<file path="src/rtl/bblk_pkg.sv">
package bblk_pkg;

    typedef enum logic [2:0] {
        OP_READ    = 3'd0,
        OP_WRITE   = 3'd1,
        OP_ERASE   = 3'd2,
        OP_CHIP    = 3'd3,
        OP_SETLK   = 3'd4,
        OP_SETPERM = 3'd5,
        OP_CLRLK   = 3'd6,
        OP_RSVD    = 3'd7
    } op_e;

    typedef enum logic [2:0] {
        RSN_OK      = 3'd0,
        RSN_VPP     = 3'd1,
        RSN_BLKLOCK = 3'd2,
        RSN_PERM    = 3'd3,
        RSN_BADOP   = 3'd4
    } rsn_e;

endpackage

</file>
<file path="src/rtl/bblk_map.sv">
// Address to block decode: large blocks at the bottom, small blocks above.
module bblk_map #(
    parameter int ADDR_W      = 20,
    parameter int MAIN_SHIFT  = 15,
    parameter int SMALL_SHIFT = 12,
    parameter int N_MAIN      = 31,
    parameter int IDX_W       = 6,
    parameter int SIZE_W      = 16
) (
    input  logic [ADDR_W-1:0] addr,
    output logic [IDX_W-1:0]  idx,
    output logic [ADDR_W-1:0] base,
    output logic [SIZE_W-1:0] size
);
    localparam logic [ADDR_W-1:0] MAIN_TOP   = ADDR_W'(N_MAIN) << MAIN_SHIFT;
    localparam logic [SIZE_W-1:0] MAIN_SIZE  = SIZE_W'(1) << MAIN_SHIFT;
    localparam logic [SIZE_W-1:0] SMALL_SIZE = SIZE_W'(1) << SMALL_SHIFT;

    logic [ADDR_W-1:0] off;

    always_comb begin
        off = addr - MAIN_TOP;
        if (addr < MAIN_TOP) begin
            idx  = IDX_W'(addr >> MAIN_SHIFT);
            base = (addr >> MAIN_SHIFT) << MAIN_SHIFT;
            size = MAIN_SIZE;
        end else begin
            idx  = IDX_W'(N_MAIN) + IDX_W'(off >> SMALL_SHIFT);
            base = (addr >> SMALL_SHIFT) << SMALL_SHIFT;
            size = SMALL_SIZE;
        end
    end
endmodule

</file>
<file path="src/rtl/bblk_lockreg.sv">
// Per-block lock bits plus the sticky permanent bit.
module bblk_lockreg #(
    parameter int N_BLK = 39,
    parameter int IDX_W = 6
) (
    input  logic             clk,
    input  logic             rst_n,
    input  logic             set_en,
    input  logic [IDX_W-1:0] set_idx,
    input  logic             perm_en,
    input  logic             clr_en,
    output logic [N_BLK-1:0] lock_q,
    output logic             perm_q
);
    typedef struct packed {
        logic [N_BLK-1:0] lk;
        logic             perm;
    } lk_st_t;

    lk_st_t st_d, st_q;

    always_comb begin
        st_d = st_q;
        if (clr_en) begin
            st_d.lk = '0;
        end
        for (int i = 0; i < N_BLK; i++) begin
            if (set_en && (set_idx == IDX_W'(i))) begin
                st_d.lk[i] = 1'b1;
            end
        end
        if (perm_en) begin
            st_d.perm = 1'b1;
        end
    end

    always_ff @(posedge clk or negedge rst_n) begin
        if (!rst_n) begin
            st_q <= '0;
        end else begin
            st_q <= st_d;
        end
    end

    assign lock_q = st_q.lk;
    assign perm_q = st_q.perm;
endmodule

</file>
<file path="src/rtl/bblk_judge.sv">
// Grant/refuse decision and lock-update strobes.
module bblk_judge
    import bblk_pkg::*;
#(
    parameter int N_BLK  = 39,
    parameter int N_BOOT = 2,
    parameter int IDX_W  = 6
) (
    input  logic             valid,
    input  logic [2:0]       op,
    input  logic             vpp_low,
    input  logic             wp_on,
    input  logic [IDX_W-1:0] idx,
    input  logic [N_BLK-1:0] lock_q,
    input  logic             perm_q,
    output logic             permit,
    output logic [2:0]       reason,
    output logic             set_en,
    output logic             perm_en,
    output logic             clr_en
);
    logic [N_BLK-1:0] boot_mask;
    logic [N_BLK-1:0] eff_lk;
    logic             blk_lk;
    logic             any_lk;
    rsn_e             rsn;

    for (genvar g = 0; g < N_BLK; g++) begin : g_boot
        assign boot_mask[g] = (g >= N_BLK - N_BOOT);
    end

    assign eff_lk = lock_q | (wp_on ? boot_mask : '0);
    assign any_lk = |eff_lk;

    always_comb begin
        blk_lk = 1'b0;
        for (int i = 0; i < N_BLK; i++) begin
            if (idx == IDX_W'(i)) begin
                blk_lk = eff_lk[i];
            end
        end
    end

    always_comb begin
        permit  = 1'b0;
        rsn     = RSN_OK;
        set_en  = 1'b0;
        perm_en = 1'b0;
        clr_en  = 1'b0;
        if (valid) begin
            case (op_e'(op))
                OP_READ: permit = 1'b1;
                OP_WRITE, OP_ERASE: begin
                    if (vpp_low)     rsn = RSN_VPP;
                    else if (blk_lk) rsn = RSN_BLKLOCK;
                    else             permit = 1'b1;
                end
                OP_CHIP: begin
                    if (vpp_low)     rsn = RSN_VPP;
                    else if (any_lk) rsn = RSN_BLKLOCK;
                    else             permit = 1'b1;
                end
                OP_SETLK: begin
                    if (vpp_low)     rsn = RSN_VPP;
                    else if (perm_q) rsn = RSN_PERM;
                    else begin
                        permit = 1'b1;
                        set_en = 1'b1;
                    end
                end
                OP_SETPERM: begin
                    if (vpp_low) rsn = RSN_VPP;
                    else begin
                        permit  = 1'b1;
                        perm_en = 1'b1;
                    end
                end
                OP_CLRLK: begin
                    if (vpp_low)     rsn = RSN_VPP;
                    else if (perm_q) rsn = RSN_PERM;
                    else begin
                        permit = 1'b1;
                        clr_en = 1'b1;
                    end
                end
                default: rsn = RSN_BADOP;
            endcase
        end
        reason = rsn;
    end
endmodule

</file>
<file path="src/rtl/bblk_guard.sv">
module bblk_guard #(
    parameter int ADDR_W      = 20,
    parameter int MAIN_SHIFT  = 15,
    parameter int SMALL_SHIFT = 12,
    parameter int N_MAIN      = 31,
    parameter int N_BOOT      = 2,
    localparam int N_SMALL    = ((1 << ADDR_W) - (N_MAIN << MAIN_SHIFT)) >> SMALL_SHIFT,
    localparam int N_BLK      = N_MAIN + N_SMALL,
    localparam int IDX_W      = $clog2(N_BLK),
    localparam int SIZE_W     = MAIN_SHIFT + 1
) (
    input  logic              clk,
    input  logic              rst_n,
    input  logic              req_valid,
    input  logic [2:0]        req_op,
    input  logic [ADDR_W-1:0] req_addr,
    input  logic              wp_on,
    input  logic              vpp_low,
    output logic              rsp_valid,
    output logic              rsp_permit,
    output logic [2:0]        rsp_reason,
    output logic [IDX_W-1:0]  rsp_idx,
    output logic [ADDR_W-1:0] rsp_base,
    output logic [SIZE_W-1:0] rsp_size
);
    typedef struct packed {
        logic              vld;
        logic              ok;
        logic [2:0]        rsn;
        logic [IDX_W-1:0]  idx;
        logic [ADDR_W-1:0] base;
        logic [SIZE_W-1:0] size;
    } rsp_t;

    rsp_t rsp_d, rsp_q;

    logic [IDX_W-1:0]  map_idx;
    logic [ADDR_W-1:0] map_base;
    logic [SIZE_W-1:0] map_size;
    logic [N_BLK-1:0]  lock_q;
    logic              perm_q;
    logic              jd_permit;
    logic [2:0]        jd_reason;
    logic              set_en, perm_en, clr_en;

    bblk_map #(
        .ADDR_W     (ADDR_W),
        .MAIN_SHIFT (MAIN_SHIFT),
        .SMALL_SHIFT(SMALL_SHIFT),
        .N_MAIN     (N_MAIN),
        .IDX_W      (IDX_W),
        .SIZE_W     (SIZE_W)
    ) u_map (
        .addr(req_addr),
        .idx (map_idx),
        .base(map_base),
        .size(map_size)
    );

    bblk_lockreg #(
        .N_BLK(N_BLK),
        .IDX_W(IDX_W)
    ) u_lock (
        .clk    (clk),
        .rst_n  (rst_n),
        .set_en (set_en),
        .set_idx(map_idx),
        .perm_en(perm_en),
        .clr_en (clr_en),
        .lock_q (lock_q),
        .perm_q (perm_q)
    );

    bblk_judge #(
        .N_BLK (N_BLK),
        .N_BOOT(N_BOOT),
        .IDX_W (IDX_W)
    ) u_judge (
        .valid  (req_valid),
        .op     (req_op),
        .vpp_low(vpp_low),
        .wp_on  (wp_on),
        .idx    (map_idx),
        .lock_q (lock_q),
        .perm_q (perm_q),
        .permit (jd_permit),
        .reason (jd_reason),
        .set_en (set_en),
        .perm_en(perm_en),
        .clr_en (clr_en)
    );

    always_comb begin
        rsp_d      = rsp_q;
        rsp_d.vld  = req_valid;
        rsp_d.ok   = jd_permit;
        rsp_d.rsn  = jd_reason;
        rsp_d.idx  = map_idx;
        rsp_d.base = map_base;
        rsp_d.size = map_size;
    end

    always_ff @(posedge clk or negedge rst_n) begin
        if (!rst_n) begin
            rsp_q <= '0;
        end else begin
            rsp_q <= rsp_d;
        end
    end

    assign rsp_valid  = rsp_q.vld;
    assign rsp_permit = rsp_q.ok;
    assign rsp_reason = rsp_q.rsn;
    assign rsp_idx    = rsp_q.idx;
    assign rsp_base   = rsp_q.base;
    assign rsp_size   = rsp_q.size;
endmodule

</file>
<file path="config.mk">
export PLATFORM = sky130hd
export DESIGN_NAME = bblk_guard
export DESIGN_NICKNAME = d
export VERILOG_FILES = /design/src/rtl/bblk_pkg.sv /design/src/rtl/bblk_map.sv /design/src/rtl/bblk_lockreg.sv /design/src/rtl/bblk_judge.sv /design/src/rtl/bblk_guard.sv
export SDC_FILE = /design/constraint.sdc
export NUM_CORES = 1
export LEC_CHECK = 0
export ABC_AREA = 1
export CORE_ASPECT_RATIO = 1.25
export CORE_MARGIN = 4
export CORE_UTILIZATION = 35
export DETAILED_ROUTE_END_ITERATION = 7
export DONT_BUFFER_PORTS = 1
export PLACE_DENSITY = 0.57
export SETUP_SLACK_MARGIN = 0.15
export SYNTH_ARGS = -nofsm -noshare
export SYNTH_HDL_FRONTEND = slang
export SYNTH_HIERARCHICAL = 1
export SYNTH_SLANG_ARGS = --single-unit
</file>
<file path="constraint.sdc">
create_clock -name clk -period 2 [get_ports clk]
set_input_delay 0.5 -clock clk [delete_from_list [all_inputs] [get_ports clk]]
set_output_delay 0.5 -clock clk [all_outputs]
set_load 0.1 [all_outputs]
</file>
==> results of run 1 <==
==> synthesized netlist by cell type <==
library cell | count | area share
buf_2 | 3 | 0.0037
a31o_2 | 4 | 0.0087
conb_1 | 1 | 0.00093
nand2_2 | 3 | 0.0046
inv_1 | 40 | 0.037
a21oi_1 | 3 | 0.0037
nand3_2 | 1 | 0.0025
buf_4 | 31 | 0.057
nor3_1 | 5 | 0.0062
or2_1 | 1 | 0.0015
o2111ai_1 | 1 | 0.0022
nand3b_1 | 1 | 0.0019
inv_2 | 5 | 0.0046
nand3_1 | 15 | 0.019
nand4_1 | 25 | 0.039
o21ai_0 | 1 | 0.0012
nor4_1 | 12 | 0.019
nor2_4 | 4 | 0.011
buf_6 | 2 | 0.0056
o21a_1 | 1 | 0.0019
a21boi_0 | 2 | 0.0037
ha_1 | 3 | 0.0093
nor2_2 | 3 | 0.0046
dfrtp_1 | 87 | 0.54
a2111oi_0 | 1 | 0.0022
or2_2 | 2 | 0.0031
clkbuf_1 | 3 | 0.0028
nand2_1 | 169 | 0.16
a31oi_1 | 2 | 0.0031
nor2_1 | 50 | 0.046
==> layer usage <==
| layer | vias to the layer above | routed length [um] | share of wire | global-route usage |
|---|---|---|---|---|
| met5 | - | 0 | 0 | 0 |
| met4 | 0 | 264 | 0.026 | 0.0720 |
| met3 | 15 | 652 | 0.065 | 0.0453 |
| met2 | 111 | 4940 | 0.49 | 0.271 |
| met1 | 1634 | 4200 | 0.42 | 0.188 |
| li1 | 1706 | - | - | - |
==> cell type report <==
| type | instances | area share |
|---|---|---|
| timing repair buffer | 117 | 0.171 |
| tap | 135 | 0.0313 |
| multi-input combinational | 335 | 0.311 |
| sequential | 87 | 0.403 |
| clock buffer | 11 | 0.0450 |
| clock inverter | 5 | 0.00626 |
| inverter | 45 | 0.0322 |
==> flip-flops by register name (all words and copies together), names as in the netlist <==
register,flops
rsp_size,16
rsp_reason,3
u_lock/perm_q,1
rsp_valid,1
rsp_permit,1
rsp_idx,6
rsp_base,20
u_lock/lock_q,39
==> power by group <==
group / total (W) / internal [W] / switching (W)
sequential: 0.00186 / 0.00183 / 0.0000337
clock: 0.00154 / 0.000873 / 0.000667
combinational: 0.000779 / 0.000219 / 0.000560
total: 0.00418 / 0.00292 / 0.00126
==> cells by family after synthesis <==
family	after synthesis	synth area share
buffers and inverters	84	0.111
DFF	87	0.538
adders and majority gates	3	0.00927
AOI/OAI and AO/OA	15	0.0266
and+or+nand+nor	291	0.314
other	1	0.000926
==> worst min path at each step <==
stage,slack [ps],end
2_1_floorplan,200,rsp_base[0]$_DFF_PN0_
3_3_place_gp,210,rsp_base[13]$_DFF_PN0_
3_5_place_dp,210,rsp_base[14]$_DFF_PN0_
4_1_cts,-160,rsp_base[3]$_DFF_PN0_
5_1_grt,-170,u_lock/lock_q[18]$_DFFE_PN0P_
6_report,-150,rsp_base[13]$_DFF_PN0_
==> stage by stage <==
stage                     instances  hold WS, ps  area (um^2)
after global routing            735         -166         5400
after floorplan                 506          204         4250
final                           735         -147         5400
after global placement          708          207         4950
after CTS                       729         -159         5300
after detailed placement        708          207         4950
==> what timing repair did <==
| action | 4_1_cts | 5_1_grt |
|---|---|---|
| endpoints found under the hold margin | 87 | 87 |
| setup endpoints to repair | 2 | 5 |
| gates resized for setup | 8 | 17 |
| pin swaps | 10 | 16 |
| buffers inserted | 5 | 6 |
==> results_dict.tcl, run 1 <==
set metrics [dict create \
    crit_buf_inv 3 \
    layout-drive-gt1-share 0.307 \
    p_total_w 0.00418 \
    fp.dieW_um 104 \
    r2r-end "rsp_reason[1]$_DFF_PN0_" \
    core_area_um2 11200 \
    fp-row-count 43 \
    reg2regPathDepth 24 \
    cts_tree "built" \
    maxSlewViolCount 0 \
    peakVddDrop_v 0.000521 \
    r2r_start "u_lock/lock_q[0]$_DFFE_PN0P_" \
    cp.depth 31 \
    period_minus_slack_ps 2800 \
    die_area_um2 13400 \
    gp_congestion 0.968 \
    clock_skew_ps 4.75 \
    cp.arrival_ps 3020 \
    fin_nets 626 \
    htree_num_levels 3 \
    final_cell_mix "158 x nand2_1, 110 x buf_4, 87 x dfrtp_1, 43 x nor2_1, 38 x inv_1" \
    grt_pass1_vias 3547 \
    slowest_stage "a21boi_4" \
    grt_overflow_total 0 \
    worst_path_most_repeated_cell "nand2_1" \
    vias_per_cell 4.72 \
    hold_viol 87 \
    drc_errors 0 \
    cts_root_buffer "clkbuf_16" \
    cts_sinks 87 \
    setup_violations 2 \
    syn_area_per_cell_um2 8.42 \
    tns_ps -1570 \
    mostFrequentLayoutCell "nand2_1" \
    seqCellArea_um2 2180 \
    drt_iter0_drc 297 \
    outcome "complete, but fails checks" \
    dp_hpwl_um 7300 \
    area_delta_synth_final_pct 33.3 \
    crit_path_start "req_addr[17]" \
    cpLargestDelayFamily "simple AND/OR/NAND/NOR gates" \
    die_h_um 128 \
    ant_nets 0 \
    fmax_ghz 0.357 \
    first_pass_iters 5 \
    layout_setup_ws_ps -801 \
    ys_ff_latch 87 \
    dr_total_vias 3466 \
    drt-wirelength-per-cell_um 13.7 \
    antenna_cells 0 \
    syn_inst 481 \
    power_density_nw_per_um2 775 \
    cp_max_fo 7 \
    io_buffers 0 \
    wirelength_um 10100 \
    start_kind "primary input" \
    rrSetupSlack_ps -320 \
    yosysUniqueCellTypes 30 \
    slowest_delay_ps 270 \
    rsz0062_at_grt "true" \
    synth_area_um2 4050 \
    grt_pass1_wl_um 16900 \
    cts_inserted_buffers 9 \
    worst_setup_path_end_kind "flop" \
    violations "negative hold slack, negative setup slack" \
    antenna_found_initial 0 \
    start_util 0.362 \
    finish.utilization 0.482 \
    hold_class "primary input to async pin" \
    critPathRequiredTime_ps 2220 \
    yosysSeqAreaShare 0.538 \
    finalCritPeriodShare 1.40 \
    whs_ps -147 \
    worstSetupEndpoint "rsp_reason[1]$_DFF_PN0_" \
    multi_input_area_um2 1680 \
    crit_type "primary input to flop" \
    path_clk_slew_ps 60 \
    clk_path_buf_depth 2 \
    ios 75 \
    pre_cts_slack_ps -1120 \
    synth_warnings 6 \
    grt_max_degree 88 \
    drv_cap 0 \
    insertion_delay_ps 330 \
    p_leak_nw 2.78 \
    fillers 1064 \
    grtUsageTotal 0.159 \
]
Note: power is estimated with default switching activity, not from simulation.
==> run 2: changes to the inputs <==
Settings changed: ABC_AREA 1 to default.
==> run 2 against run 1 <==
Cell area rose by 2.0%. Count of clock-buffer cells in the layout down 2. The run still ends with negative hold slack, negative setup slack left. Register-to-register slack improved by 380 ps. Clock power increased by 19%. Utilization is 0.61 points lower. Worst hold slack got worse by 2.1 ps. Critical path depth down 19. Critical path type unchanged. Clock skew about the same. Fmax increased by 26%.
==> results_dict.tcl, run 2 <==
set metrics [dict create \
    vias_per_cell 5.21 \
    finish.utilization 0.476 \
    yosysMostFrequentCell "dfrtp_1" \
    grt_overflow_total 0 \
    first_pass_iters 5 \
    critPathRequiredTime_ps 2220 \
    ios 75 \
    power_density_nw_per_um2 958 \
    fp-row-count 44 \
    die_area_um2 13500 \
    worst_path_most_repeated_cell "buf_6" \
    async_flop_share 1.00 \
    synth_area_leaders "dfrtp_1 53%, buf_4 5.7%, o22ai_1 5.2%" \
    rsz0062_at_grt "true" \
    cp.arrival_ps 2440 \
    synth_area_um2 4110 \
    final_cell_mix "96 x buf_4, 87 x dfrtp_1, 42 x inv_1, 26 x conb_1, 20 x o22ai_1" \
    ys_ff_latch 87 \
    cts_inserted_buffers 9 \
    grt_pass1_vias 3437 \
    fillers 1085 \
    dr_total_vias 3270 \
    fin_nets 516 \
    r2r_start "u_lock/lock_q[27]$_DFFE_PN0P_" \
    die_h_um 129 \
    drt_iter0_drc 194 \
    path_clk_slew_ps 70 \
    crit_path_start "req_addr[17]" \
    antenna_cells 0 \
    layout_setup_ws_ps -215 \
    clock_skew_ps 5.03 \
    syn_inst 393 \
    core_area_um2 11600 \
    fp.dieW_um 105 \
    synth_edf_count 0 \
    fmax_ghz 0.451 \
    layout-drive-gt1-share 0.359 \
    io_buffers 0 \
    path_cells "and4_4 > nand2_4 > inv_4 > a21boi_4 > buf_6 > buf_6 > mux2i_1 > nor3_1 > o311a_1 > a221oi_2 > o21ai_1 > o2bb2ai_1" \
    grtUsageTotal 0.161 \
    tns_ps -570 \
    yosysSeqAreaShare 0.530 \
    slowest_delay_ps 360 \
    gp_congestion 0.902 \
    start_util 0.355 \
    cts_sinks 87 \
    synth_warnings 6 \
    clk_path_buf_depth 2 \
    drt-wirelength-per-cell_um 17.2 \
    area_delta_synth_final_pct 34.0 \
    grt_max_degree 88 \
    insertion_delay_ps 340 \
    mostFrequentLayoutCell "buf_4" \
    cp_max_fo 5 \
    cts_root_buffer "clkbuf_16" \
    htree_num_levels 3 \
    start_kind "primary input" \
    drc_errors 0 \
    crit_buf_inv 3 \
    cpLargestDelayFamily "compound AO/OA/AOI/OAI gates" \
    worst_setup_path_end_kind "flop" \
    dp_hpwl_um 7360 \
    wirelength_um 10800 \
    slowest_stage "o311a_1" \
    cts_tree "built" \
    ant_nets 0 \
    p_total_w 0.00527 \
    maxSlewViolCount 0 \
    synth_common_cells "87 x dfrtp_1, 44 x inv_1, 34 x o22ai_1" \
    relSlewSlack 0.659 \
    yosys_most_used_dff "dfrtp_1" \
    netlist.area_leader.share 0.530 \
    largest_reg_flops 39 \
    grt_pass1_wl_um 17200 \
    synth_area_leader_cell "dfrtp_1" \
    worst_pin_slew_ps 511 \
    violations "negative hold slack, negative setup slack" \
    period_minus_slack_ps 2210 \
    setup_violations 8 \
    antenna_found_initial 0 \
    finalCritPeriodShare 1.11 \
    crit_type "primary input to flop" \
    peakVddDrop_v 0.000465 \
    hold_viol 87 \
    whs_ps -149 \
    syn_area_per_cell_um2 10.5 \
    yosysUniqueCellTypes 62 \
    p_leak_nw 2.51 \
    hold_class "primary input to async pin" \
    pre_cts_slack_ps -599 \
    outcome "complete, but fails checks" \
    drv_cap 0 \
]
-- run 2: what timing repair did --
action / CTS / global route
buffers inserted: 9 / 7
pin swaps: 13 / 16
endpoints found under the setup margin: 12 / 19
endpoints found under the hold margin: 87 / 87
resized for setup: 24 / 29
cloned: 0 / 1
-- run 2: where the power goes --
group	switching (W)	leakage [nW]	internal [W]
logic	0.000723	1.32	0.000465
registers	0.000230	1.04	0.00202
clock network	0.000728	0.155	0.00111
-- run 2: path summary, 6_finish.rpt --
check | end | slack [ps] | cells after the start
max | rsp_reason[1]$_DFF_PN0_ | -210 | 12
min | rsp_valid$_DFF_PN0_ | -150 | 0
max reg2reg | rsp_permit$_DFF_PN0_ | 60 | 8
min reg2reg | u_lock/lock_q[14]$_DFFE_PN0P_ | 550 | 2
max in group asynchronous | rsp_base[14]$_DFF_PN0_ | 2040 | 0
min in group clk | rsp_valid$_DFF_PN0_ | 190 | 0
-- run 2: stage by stage --
| stage | instance area, um^2 | instances |
|---|---|---|
| 5_1_grt | 5510 | 628 |
| 3_3_place_gp | 4780 | 595 |
| 6_report | 5510 | 628 |
| 4_1_cts | 5290 | 620 |
| 3_5_place_dp | 4780 | 595 |
| 2_1_floorplan | 4270 | 418 |
-- run 2: per-layer routing --
layer,GRT usage,vias to the layer above,part of all wire
met5,0,-,0
met4,0.0741,0,0.024
met3,0.0493,18,0.066
met2,0.275,121,0.50
met1,0.186,1603,0.41
li1,-,1528,-
-- run 2: cell type report --
type | count | area [um^2] | share of cell area
Timing Repair Buffer | 107 | 866 | 0.157
Tap cell | 138 | 173 | 0.0314
Clock buffer | 9 | 225 | 0.0409
Sequential cell | 87 | 2180 | 0.395
Inverter | 45 | 191 | 0.0348
Multi-Input combinational cell | 235 | 1770 | 0.321
Clock inverter | 7 | 104 | 0.0189
-- run 2: kinds of logic (layout without fill, tap and decap cells) --
| family | Yosys count | in the layout | share of synthesized area |
|---|---|---|---|
| simple gates | 108 | 108 | 0.162 |
| buf+inv | 97 | 168 | 0.125 |
| flops | 87 | 87 | 0.530 |
| compound gates | 85 | 86 | 0.143 |
| mux | 9 | 9 | 0.0231 |
| fa+ha+maj | 4 | 4 | 0.0116 |
| xor+xnor | 2 | 2 | 0.00426 |
| other cells | 1 | 26 | 0.000913 |
==> run 3: changes to the inputs <==
Settings changed: PLACE_DENSITY 0.57 to 0.55.
Clock period 2 ns to 2.1 ns, I/O delays scaled along.
==> run 3 against run 2 <==
The flow still finishes with violations (negative hold slack, negative setup slack). Flip-flop and latch count unchanged. Routed wire length decreased by 6.5%. Via count decreased by 4.6%. Non-clock buffer count decreased by 10. Clock skew increased by 1.1 ps. Combinational power decreased by 10%. Worst setup slack improved by 160 ps. Register-to-register slack about the same. Critical path depth decreased by 1. Count of clock-buffer cells in the layout increased by 1.
==> results_dict.tcl, run 3 (synthesis gave the netlist of run 2 again) <==
set metrics [dict create \
    drv_cap 0 \
    final_cells 617 \
    swShare 0.313 \
    fillers 1076 \
    path_clk_slew_ps 70 \
    peakVddDrop_v 0.000515 \
    clock_skew_ps 6.12 \
    cts_inserted_buffers 9 \
    whs_ps -124 \
    first_pass_iters 4 \
    setup_violations 2 \
    cts_root_buffer "clkbuf_16" \
    slowest_stage "o311a_1" \
    rsz0062_at_grt "true" \
    vias_per_cell 5.06 \
    crit_path_start "req_addr[17]" \
    multi_input_area_um2 1720 \
    start_util 0.355 \
    mostFrequentLayoutCell "buf_4" \
    htree_num_levels 3 \
    gp_congestion 0.848 \
    clkPwrFrac 0.348 \
    slowest_delay_ps 370 \
    hold_viol 87 \
    path_cells "and4_4 > nand2_4 > inv_4 > a21boi_4 > buf_6 > mux2i_2 > nor3_2 > o311a_1 > a221oi_2 > o21ai_2 > o2bb2ai_1" \
    insertion_delay_ps 340 \
    outcome "complete, but fails checks" \
    combPwrFrac 0.217 \
    drt-wirelength-per-cell_um 16.4 \
    crit_type "primary input to flop" \
    r2r-end "rsp_permit$_DFF_PN0_" \
    pre_cts_slack_ps -473 \
    dp.cells 591 \
    die_h_um 129 \
    dp_hpwl_um 6930 \
    power_density_nw_per_um2 915 \
    layout_setup_ws_ps -51.4 \
    period_minus_slack_ps 2150 \
    grt_pass1_vias 3138 \
    antenna_cells 0 \
    cp.arrival_ps 2380 \
    clk_path_buf_depth 2 \
    drt_iter0_drc 247 \
    p_total_w 0.00492 \
    area_delta_synth_final_pct 30.8 \
    power.switching_w 0.00154 \
    ant_nets 0 \
    critPathRequiredTime_ps 2330 \
    largest_reg_flops 39 \
    cpLargestDelayFamily "compound AO/OA/AOI/OAI gates" \
    cp_max_fo 5 \
    p_leak_nw 2.45 \
    grt_overflow_total 0 \
    worst_pin_slew_ps 545 \
    r2r_start "u_lock/lock_q[19]$_DFFE_PN0P_" \
    wirelength_um 10100 \
    rrSetupSlack_ps 70 \
    fp.dieW_um 105 \
    drc_errors 0 \
    fmax_ghz 0.465 \
    worst_setup_path_end_kind "flop" \
    relSlewSlack 0.634 \
    seqCellArea_um2 2180 \
    p_seq_frac 0.435 \
    worstSetupEndpoint "rsp_reason[1]$_DFF_PN0_" \
    crit_buf_inv 2 \
    grtUsageTotal 0.151 \
    maxSlewViolCount 0 \
    io_buffers 0 \
    power.internal_w 0.00338 \
    layout-drive-gt1-share 0.338 \
    dr_total_vias 3120 \
    fp-row-count 44 \
    violations "negative hold slack, negative setup slack" \
    grt_pass1_wl_um 16300 \
    core_area_um2 11600 \
    die_area_um2 13500 \
    cts_sinks 87 \
    grt_max_degree 88 \
    hold_class "primary input to async pin" \
    start_kind "primary input" \
    reg2regPathDepth 7 \
    finalCritPeriodShare 1.02 \
    fin_nets 505 \
    final_cell_mix "88 x buf_4, 87 x dfrtp_1, 42 x inv_1, 26 x conb_1, 25 x o22ai_1" \
    cp.depth 11 \
    cts_tree "built" \
    ios 75 \
    antenna_found_initial 0 \
]
-- run 3: cell count changes in the layout (fill, tap and decap cells not counted), sizes merged --
cell | before | now
buf | 107 | 97
clkinv | 0 | 3
a21boi | 4 | 3
clkbuf | 9 | 10
clkinvlp | 2 | 0
inv | 48 | 46
-- run 3: final cells by class --
type | count | share of cell area
clock buffer | 10 | 0.0426
clock inverter | 6 | 0.0170
inverter | 45 | 0.0377
multi-input combinational | 234 | 0.319
sequential | 87 | 0.405
tap | 138 | 0.0321
timing repair buffer | 97 | 0.147
-- run 3: what timing repair did --
item,CTS,global route
endpoints found under the setup margin,3,16
setup buffers,6,3
gates resized for setup,23,25
gates cloned,0,1
pin swaps,18,11
hold endpoints to repair,87,87
-- run 3: worst register-to-register path: cells and delay by family, from the launching register on --
kind | cells | cell delay (ps)
compound gates | 4 | 530
simple gates | 3 | 1010
flops | 1 | 400
-- run 3: worst min path at each step --
stage | to | slack, ps | cells after the start
2_1_floorplan | rsp_base[0]$_DFF_PN0_ | 230 | 0
3_3_place_gp | rsp_reason[2]$_DFF_PN0_ | 230 | 0
3_5_place_dp | rsp_valid$_DFF_PN0_ | 230 | 0
4_1_cts | rsp_idx[5]$_DFF_PN0_ | -140 | 0
5_1_grt | u_lock/lock_q[12]$_DFFE_PN0P_ | -140 | 0
6_report | rsp_reason[0]$_DFF_PN0_ | -120 | 0
-- run 3: through the flow --
step | area (um^2) | setup TNS [ps] | hold WS (ps) | util
global placement | 4770 | -3950 | 233 | 0.413
CTS | 5220 | 0 | -135 | 0.452
floorplan | 4270 | -673 | 229 | -
finish | 5380 | -92.8 | -124 | 0.465
detailed placement | 4770 | -4520 | 232 | 0.413
global route | 5380 | -239 | -141 | 0.465
-- run 3: layer usage --
layer  wire [um]  GRT usage
met5           0          0
met4         107     0.0556
met3         666     0.0478
met2        5190      0.250
met1        4130      0.186
-- run 3: power groups by stage --
stage / sequential (W) / combinational [W] / clock (W)
final: 0.00214 / 0.00107 / 0.00171
after global routing: 0.00217 / 0.00115 / 0.00185
after CTS: 0.00214 / 0.00101 / 0.00177
after detailed placement: 0.00217 / 0.000970 / 0
after global placement: 0.00217 / 0.000955 / 0
after floorplan: 0.00240 / 0.000501 / 0
